File: config.mk
export PLATFORM = sky130hd
export DESIGN_NAME = keyed_watchdog
export DESIGN_NICKNAME = d
export VERILOG_FILES = /design/src/rtl/kwd_pkg.sv /design/src/rtl/kwd_keyctl.sv /design/src/rtl/kwd_timer.sv /design/src/rtl/kwd_fsm.sv /design/src/rtl/keyed_watchdog.sv
export SDC_FILE = /design/constraint.sdc
export NUM_CORES = 1
export LEC_CHECK = 0
export BUFFER_PORTS_ARGS = -buffer_cell sky130_fd_sc_hd__buf_2
export CELL_PAD_IN_SITES_DETAIL_PLACEMENT = 1
export CELL_PAD_IN_SITES_GLOBAL_PLACEMENT = 1
export CORE_UTILIZATION = 44
export CTS_BUF_LIST = sky130_fd_sc_hd__clkbuf_8 sky130_fd_sc_hd__clkbuf_16
export DETAILED_ROUTE_END_ITERATION = 8
export PLACE_DENSITY = 0.88
export SETUP_SLACK_MARGIN = 0.05
export SKIP_CTS_REPAIR_TIMING = 1
export SYNTH_ARGS = -nofsm -noshare
export SYNTH_HDL_FRONTEND = slang
export SYNTH_SLANG_ARGS = --single-unit
File: constraint.sdc
create_clock -name clk -period 3.6 [get_ports clk]
set_input_delay 0.72 -clock clk [delete_from_list [all_inputs] [get_ports clk]]
set_output_delay 0.72 -clock clk [all_outputs]
set_load 0.05 [all_outputs]
File: src/rtl/kwd_pkg.sv
package kwd_pkg;
  typedef enum logic [1:0] {
    ST_IDLE  = 2'd0,
    ST_COUNT = 2'd1,
    ST_ALARM = 2'd2,
    ST_PULSE = 2'd3
  } kwd_state_e;
endpackage

File: src/rtl/kwd_keyctl.sv
module kwd_keyctl
  import kwd_pkg::*;
#(
  parameter int KEY_W = 3
) (
  input  logic             clk,
  input  logic             rst_n,
  input  kwd_state_e       state,
  input  logic             wr_en,
  input  logic             wr_arm,
  input  logic [KEY_W-1:0] wr_key,
  output logic             cmd_start,
  output logic             cmd_restart,
  output logic             cmd_stop,
  output logic [KEY_W-1:0] key_q
);
  logic             running;
  logic             key_match;
  logic             key_load;
  logic [KEY_W-1:0] key_d;

  assign running   = (state == ST_COUNT) || (state == ST_ALARM);
  assign key_match = (wr_key == ~key_q);

  always_comb begin
    cmd_start   = 1'b0;
    cmd_restart = 1'b0;
    cmd_stop    = 1'b0;
    key_load    = 1'b0;
    if (wr_en) begin
      if (state == ST_IDLE) begin
        cmd_start = wr_arm;
        key_load  = wr_arm;
      end else if (running) begin
        if (key_match) begin
          cmd_restart = wr_arm;
          cmd_stop    = !wr_arm;
          key_load    = wr_arm;
        end else begin
          key_load = 1'b1;
        end
      end
    end
  end

  always_comb begin
    key_d = key_q;
    if (key_load) key_d = wr_key;
  end

  always_ff @(posedge clk or negedge rst_n) begin
    if (!rst_n)        key_q <= '0;
    else if (key_load) key_q <= key_d;
  end

  AST_WRONG_KEY_STORED: assert property (@(posedge clk) disable iff (!rst_n)
    (running && wr_en && (wr_key != ~key_q)) |=> (key_q == $past(wr_key))) else $error("wrong key not stored");

  AST_STOP_KEEPS_KEY: assert property (@(posedge clk) disable iff (!rst_n)
    (running && wr_en && !wr_arm && (wr_key == ~key_q)) |=> $stable(key_q)) else $error("stop changed key");

  AST_PULSE_KEY_FROZEN: assert property (@(posedge clk) disable iff (!rst_n)
    (state == ST_PULSE) |=> $stable(key_q)) else $error("key changed in pulse");
endmodule

File: src/rtl/kwd_timer.sv
module kwd_timer
  import kwd_pkg::*;
#(
  parameter int FIRST_CYC  = 40,
  parameter int SECOND_CYC = 12,
  parameter int PULSE_CYC  = 4
) (
  input  logic       clk,
  input  logic       rst_n,
  input  kwd_state_e state,
  input  logic       clr,
  input  logic       run,
  output logic       expired
);
  localparam int MAX_A = (FIRST_CYC > SECOND_CYC) ? FIRST_CYC : SECOND_CYC;
  localparam int MAX_L = (MAX_A > PULSE_CYC) ? MAX_A : PULSE_CYC;
  localparam int CW    = $clog2(MAX_L + 1);
  localparam logic [CW-1:0] LIM_FIRST  = CW'(FIRST_CYC - 1);
  localparam logic [CW-1:0] LIM_SECOND = CW'(SECOND_CYC - 1);
  localparam logic [CW-1:0] LIM_PULSE  = CW'(PULSE_CYC - 1);

  logic [CW-1:0] cnt_q;
  logic [CW-1:0] cnt_d;
  logic [CW-1:0] limit;

  always_comb begin
    unique case (state)
      ST_COUNT: limit = LIM_FIRST;
      ST_ALARM: limit = LIM_SECOND;
      ST_PULSE: limit = LIM_PULSE;
      default:  limit = '1;
    endcase
  end

  assign expired = (state != ST_IDLE) && (cnt_q == limit);

  always_comb begin
    cnt_d = cnt_q;
    if (clr)      cnt_d = '0;
    else if (run) cnt_d = cnt_q + 1'b1;
  end

  always_ff @(posedge clk or negedge rst_n) begin
    if (!rst_n)          cnt_q <= '0;
    else if (clr || run) cnt_q <= cnt_d;
  end

  AST_NO_OVERRUN: assert property (@(posedge clk) disable iff (!rst_n)
    (state != ST_IDLE) |-> (cnt_q <= limit)) else $error("counter passed limit");
endmodule

File: src/rtl/kwd_fsm.sv
module kwd_fsm
  import kwd_pkg::*;
(
  input  logic       clk,
  input  logic       rst_n,
  input  logic       wr_en,
  input  logic       wr_arm,
  input  logic       cmd_start,
  input  logic       cmd_restart,
  input  logic       cmd_stop,
  input  logic       expired,
  output kwd_state_e state,
  output logic       cnt_clr,
  output logic       cnt_run,
  output logic       nmi,
  output logic       rst_req,
  output logic       running
);
  kwd_state_e state_d;

  always_comb begin
    state_d = state;
    cnt_clr = 1'b0;
    cnt_run = 1'b0;
    unique case (state)
      ST_IDLE: begin
        if (cmd_start) begin
          state_d = ST_COUNT;
          cnt_clr = 1'b1;
        end
      end
      ST_COUNT, ST_ALARM: begin
        if (cmd_restart) begin
          state_d = ST_COUNT;
          cnt_clr = 1'b1;
        end else if (cmd_stop) begin
          state_d = ST_IDLE;
          cnt_clr = 1'b1;
        end else if (expired) begin
          state_d = (state == ST_COUNT) ? ST_ALARM : ST_PULSE;
          cnt_clr = 1'b1;
        end else begin
          cnt_run = 1'b1;
        end
      end
      ST_PULSE: begin
        if (expired) begin
          state_d = ST_IDLE;
          cnt_clr = 1'b1;
        end else begin
          cnt_run = 1'b1;
        end
      end
      default: begin
        state_d = ST_IDLE;
        cnt_clr = 1'b1;
      end
    endcase
  end

  always_ff @(posedge clk or negedge rst_n) begin
    if (!rst_n) state <= ST_IDLE;
    else        state <= state_d;
  end

  assign nmi     = (state == ST_ALARM);
  assign rst_req = (state == ST_PULSE);
  assign running = (state == ST_COUNT) || (state == ST_ALARM);

  AST_NMI_RST_EXCL: assert property (@(posedge clk) disable iff (!rst_n)
    !(nmi && rst_req) && !(running && rst_req)) else $error("nmi and reset overlap");

  AST_IDLE_IGNORES: assert property (@(posedge clk) disable iff (!rst_n)
    (state == ST_IDLE && wr_en && !wr_arm) |=> (state == ST_IDLE)) else $error("disarmed write woke block");

  AST_ARMED_START: assert property (@(posedge clk) disable iff (!rst_n)
    (state == ST_IDLE && wr_en && wr_arm) |=> running) else $error("start not taken");

  AST_SERVICE_DROPS_NMI: assert property (@(posedge clk) disable iff (!rst_n)
    (nmi && (cmd_restart || cmd_stop)) |=> !nmi && !rst_req) else $error("service kept nmi");

  AST_PULSE_TO_IDLE: assert property (@(posedge clk) disable iff (!rst_n)
    $fell(rst_req) |-> (state == ST_IDLE)) else $error("pulse did not end stopped");

  AST_PULSE_NO_REVIVE: assert property (@(posedge clk) disable iff (!rst_n)
    rst_req |=> !running) else $error("write revived counter in pulse");
endmodule

File: src/rtl/keyed_watchdog.sv
module keyed_watchdog
  import kwd_pkg::*;
#(
  parameter int KEY_W      = 3,
  parameter int FIRST_CYC  = 40,
  parameter int SECOND_CYC = 12,
  parameter int PULSE_CYC  = 4
) (
  input  logic             clk,
  input  logic             rst_n,
  input  logic             wr_en,
  input  logic             wr_arm,
  input  logic [KEY_W-1:0] wr_key,
  output logic             sts_running,
  output logic [KEY_W-1:0] sts_key,
  output logic             nmi_o,
  output logic             chip_rst_o
);
  kwd_state_e state;
  logic       cmd_start;
  logic       cmd_restart;
  logic       cmd_stop;
  logic       expired;
  logic       cnt_clr;
  logic       cnt_run;

  kwd_keyctl #(.KEY_W(KEY_W)) u_keyctl (
    .clk         (clk),
    .rst_n       (rst_n),
    .state       (state),
    .wr_en       (wr_en),
    .wr_arm      (wr_arm),
    .wr_key      (wr_key),
    .cmd_start   (cmd_start),
    .cmd_restart (cmd_restart),
    .cmd_stop    (cmd_stop),
    .key_q       (sts_key)
  );

  kwd_timer #(
    .FIRST_CYC  (FIRST_CYC),
    .SECOND_CYC (SECOND_CYC),
    .PULSE_CYC  (PULSE_CYC)
  ) u_timer (
    .clk     (clk),
    .rst_n   (rst_n),
    .state   (state),
    .clr     (cnt_clr),
    .run     (cnt_run),
    .expired (expired)
  );

  kwd_fsm u_fsm (
    .clk         (clk),
    .rst_n       (rst_n),
    .wr_en       (wr_en),
    .wr_arm      (wr_arm),
    .cmd_start   (cmd_start),
    .cmd_restart (cmd_restart),
    .cmd_stop    (cmd_stop),
    .expired     (expired),
    .state       (state),
    .cnt_clr     (cnt_clr),
    .cnt_run     (cnt_run),
    .nmi         (nmi_o),
    .rst_req     (chip_rst_o),
    .running     (sts_running)
  );
endmodule

==> results.ini <==
[synthesis]
synth_area_um2 = 785
synth_top_cell_by_area = dfrtp_1
synth_cell_type_count = 30
yosysWarnings = 0
synth_top_cell_area_share = 0.351
synth_seq_area_share = 0.351
ys_seq_elements = 11
syn_avg_cell_area_um2 = 10.1
syn-num-nets = 90
netlist_instances = 78
synthTopCellsByArea = dfrtp_1 (35%), ha_1 (8.0%), a31oi_1 (4.8%)

[timing]
fin_crit_ns = 2.23
clock.fmax_mhz = 448
hold_ws_ns = 0.346
max-slew-margin-rel = 0.641
fin_tns_setup_ns = 0
period_share = 0.620
slew_viol_final = 0
skew_ns = 0.00618
worstMarginPinSlew_ns = 0.538
hold_violations = 0
setup_viol_count_final = 0
rsz0062_at_grt = false

[floorplan]
start_util = 0.498
rows = 14
core-area_um2 = 1580
dieHeight_um = 44.2
die_x_um = 44.2
design.portCount = 13
floorplan.die_area_um2 = 1960

[grt]
grt_usage = 0.243
grt_max_degree = 12
antenna_found_initial = 0
grt_pass1_wl_um = 3390
grt.overflow.total = 0
grt_pass1_vias = 722

[route]
drc = 0
routed_wl_um = 2030
drt_iter0_drc = 14
avgViaCountPerCell = 6.49
drt-pass1-iter-count = 4
vias = 714
wl_per_cell_um = 18.5
antenna_left = 0

[clock_tree]
clkLatencyLatePin_ns = 0.24
ctsHtreeMaxLevel = 1
clockBufferDepth = 2
cts_root_buffer = clkbuf_8
tritoncts = done
clock_sinks = 11
cts_buffers = 3
clkSlewWorstSetupHoldPaths_ns = 0.05

[layout]
final_area_um2 = 910
layout_common_cells = buf_2 (12), dfrtp_1 (11), inv_1 (8), nand3_1 (6), a31oi_1 (6)
syn_to_final_growth_pct = 15.9
drive_above_1_share = 0.298
diodes = 0
final_common_cell = buf_2
fin_nets = 107
n_fill_cell = 186

[critical_path]
crit_arrival_ns = 2.33
crit_required_ns = 3.70
criticalPathCategory = flop to flop
crit_path_end_kind = flop
crit_fanout = 7
critPathMaxStageDelay_ns = 0.46
slowest_stage = a2111oi_2
critPathLaunchType = flop
crit_top_cell = a31oi_1
crit_family = compound AO/OA/AOI/OAI gates
path_cells = inv_1, ha_1, or3_4, a2111oi_2, o32ai_2, a31oi_1, a31oi_1
crit_buf_inv = 1

[flow_run]
cap_viol_max_count = 0

[placement]
hpwl_um = 1510
placed_area_um2 = 865
gp_congestion = 0.779
portBuffers = 12

[outcome]
status = finished, final reports clean

[worst_hold_path]
hold_path.class = input pin to asynchronous set/reset pin

==> per-layer routing <==
layer | GRT usage | wire (um)
met5 | 0 | 0
met4 | 0.0909 | 37
met3 | 0.0531 | 100
met2 | 0.432 | 1060
met1 | 0.283 | 837
==> worst reg2reg max path, delay by kind of cell, from the launching register on <==
kind	cells	cell delay, ns
compound gates	4	0.99
simple gates	1	0.42
flops	1	0.39
fa+ha+maj	1	0.22
buf+inv	1	0.08
==> through the flow <==
| step | worst slack [ns] | cells | util |
|---|---|---|---|
| floorplan | 1.42 | 78 | - |
| global placement | 1.36 | 106 | 0.548 |
| detailed placement | 1.25 | 106 | 0.548 |
| CTS | 1.37 | 110 | 0.577 |
| global route | 1.23 | 110 | 0.577 |
| finish | 1.37 | 110 | 0.577 |
==> final timing paths <==
kind | start | end | slack [ns] | cells past startpoint
min in group clk | u_keyctl.key_q[2] | u_keyctl.key_q[2] | 0.56 | 1
setup / recovery | u_fsm.state[1] | u_timer.cnt_q[5] | 1.37 | 7
hold reg to reg | u_keyctl.key_q[2] | u_keyctl.key_q[2] | 0.56 | 1
hold / removal | rst_n | u_keyctl.key_q[2] | 0.35 | 1
setup reg to reg | u_fsm.state[1] | u_timer.cnt_q[5] | 1.37 | 7
max in group asynchronous | rst_n | u_timer.cnt_q[2] | 3.04 | 1
==> cell type report <==
type | instances | area, um2 | area share
Sequential cell | 11 | 275 | 0.303
Inverter | 7 | 26.3 | 0.0289
Multi-Input combinational cell | 60 | 483 | 0.531
Clock inverter | 1 | 3.75 | 0.00413
Tap cell | 16 | 20.0 | 0.0220
Timing Repair Buffer | 12 | 60.1 | 0.0660
Clock buffer | 3 | 41.3 | 0.0454
==> Yosys cell counts <==
cell       number
o41ai_1         1
a31oi_1         6
a221o_2         1
o311ai_1        1
a2111oi_2       2
o32ai_2         1
xnor2_1         2
a22o_1          1
or3_4           1
a211oi_4        1
a221oi_2        1
o21ai_0         3
mux2_1          1
a21bo_2         1
xor2_1          1
nor2_1          4
dfrtp_1        11
inv_1           7
nand2_1         5
nand2b_1        1
ha_1            5
o21ai_1         3
o211ai_1        1
o31ai_1         1
and3_1          2
a21oi_1         3
xor2_2          1
nand3_1         6
and4bb_2        1
mux2_2          3
==> kinds of logic (layout without fill, tap and decap cells) <==
| kind of cell | after synthesis | count (layout) | synth area share |
|---|---|---|---|
| adders and majority gates | 5 | 5 | 0.0797 |
| buffers and inverters | 7 | 23 | 0.0335 |
| and+or+nand+nor | 20 | 20 | 0.136 |
| muxes | 4 | 4 | 0.0574 |
| DFF | 11 | 11 | 0.351 |
| xor gates and xnor gates | 4 | 4 | 0.0542 |
| AOI/OAI and AO/OA | 27 | 27 | 0.289 |
==> sequential cells by signal, summed over array words and instances, names as in the netlist <==
signal and cells:
u_fsm.state 2, u_keyctl.key_q 3, u_timer.cnt_q 6
Power is left out: the tool's default activity adds up to more than one toggle a clock period on the data nets, which glitch-free logic cannot reach.
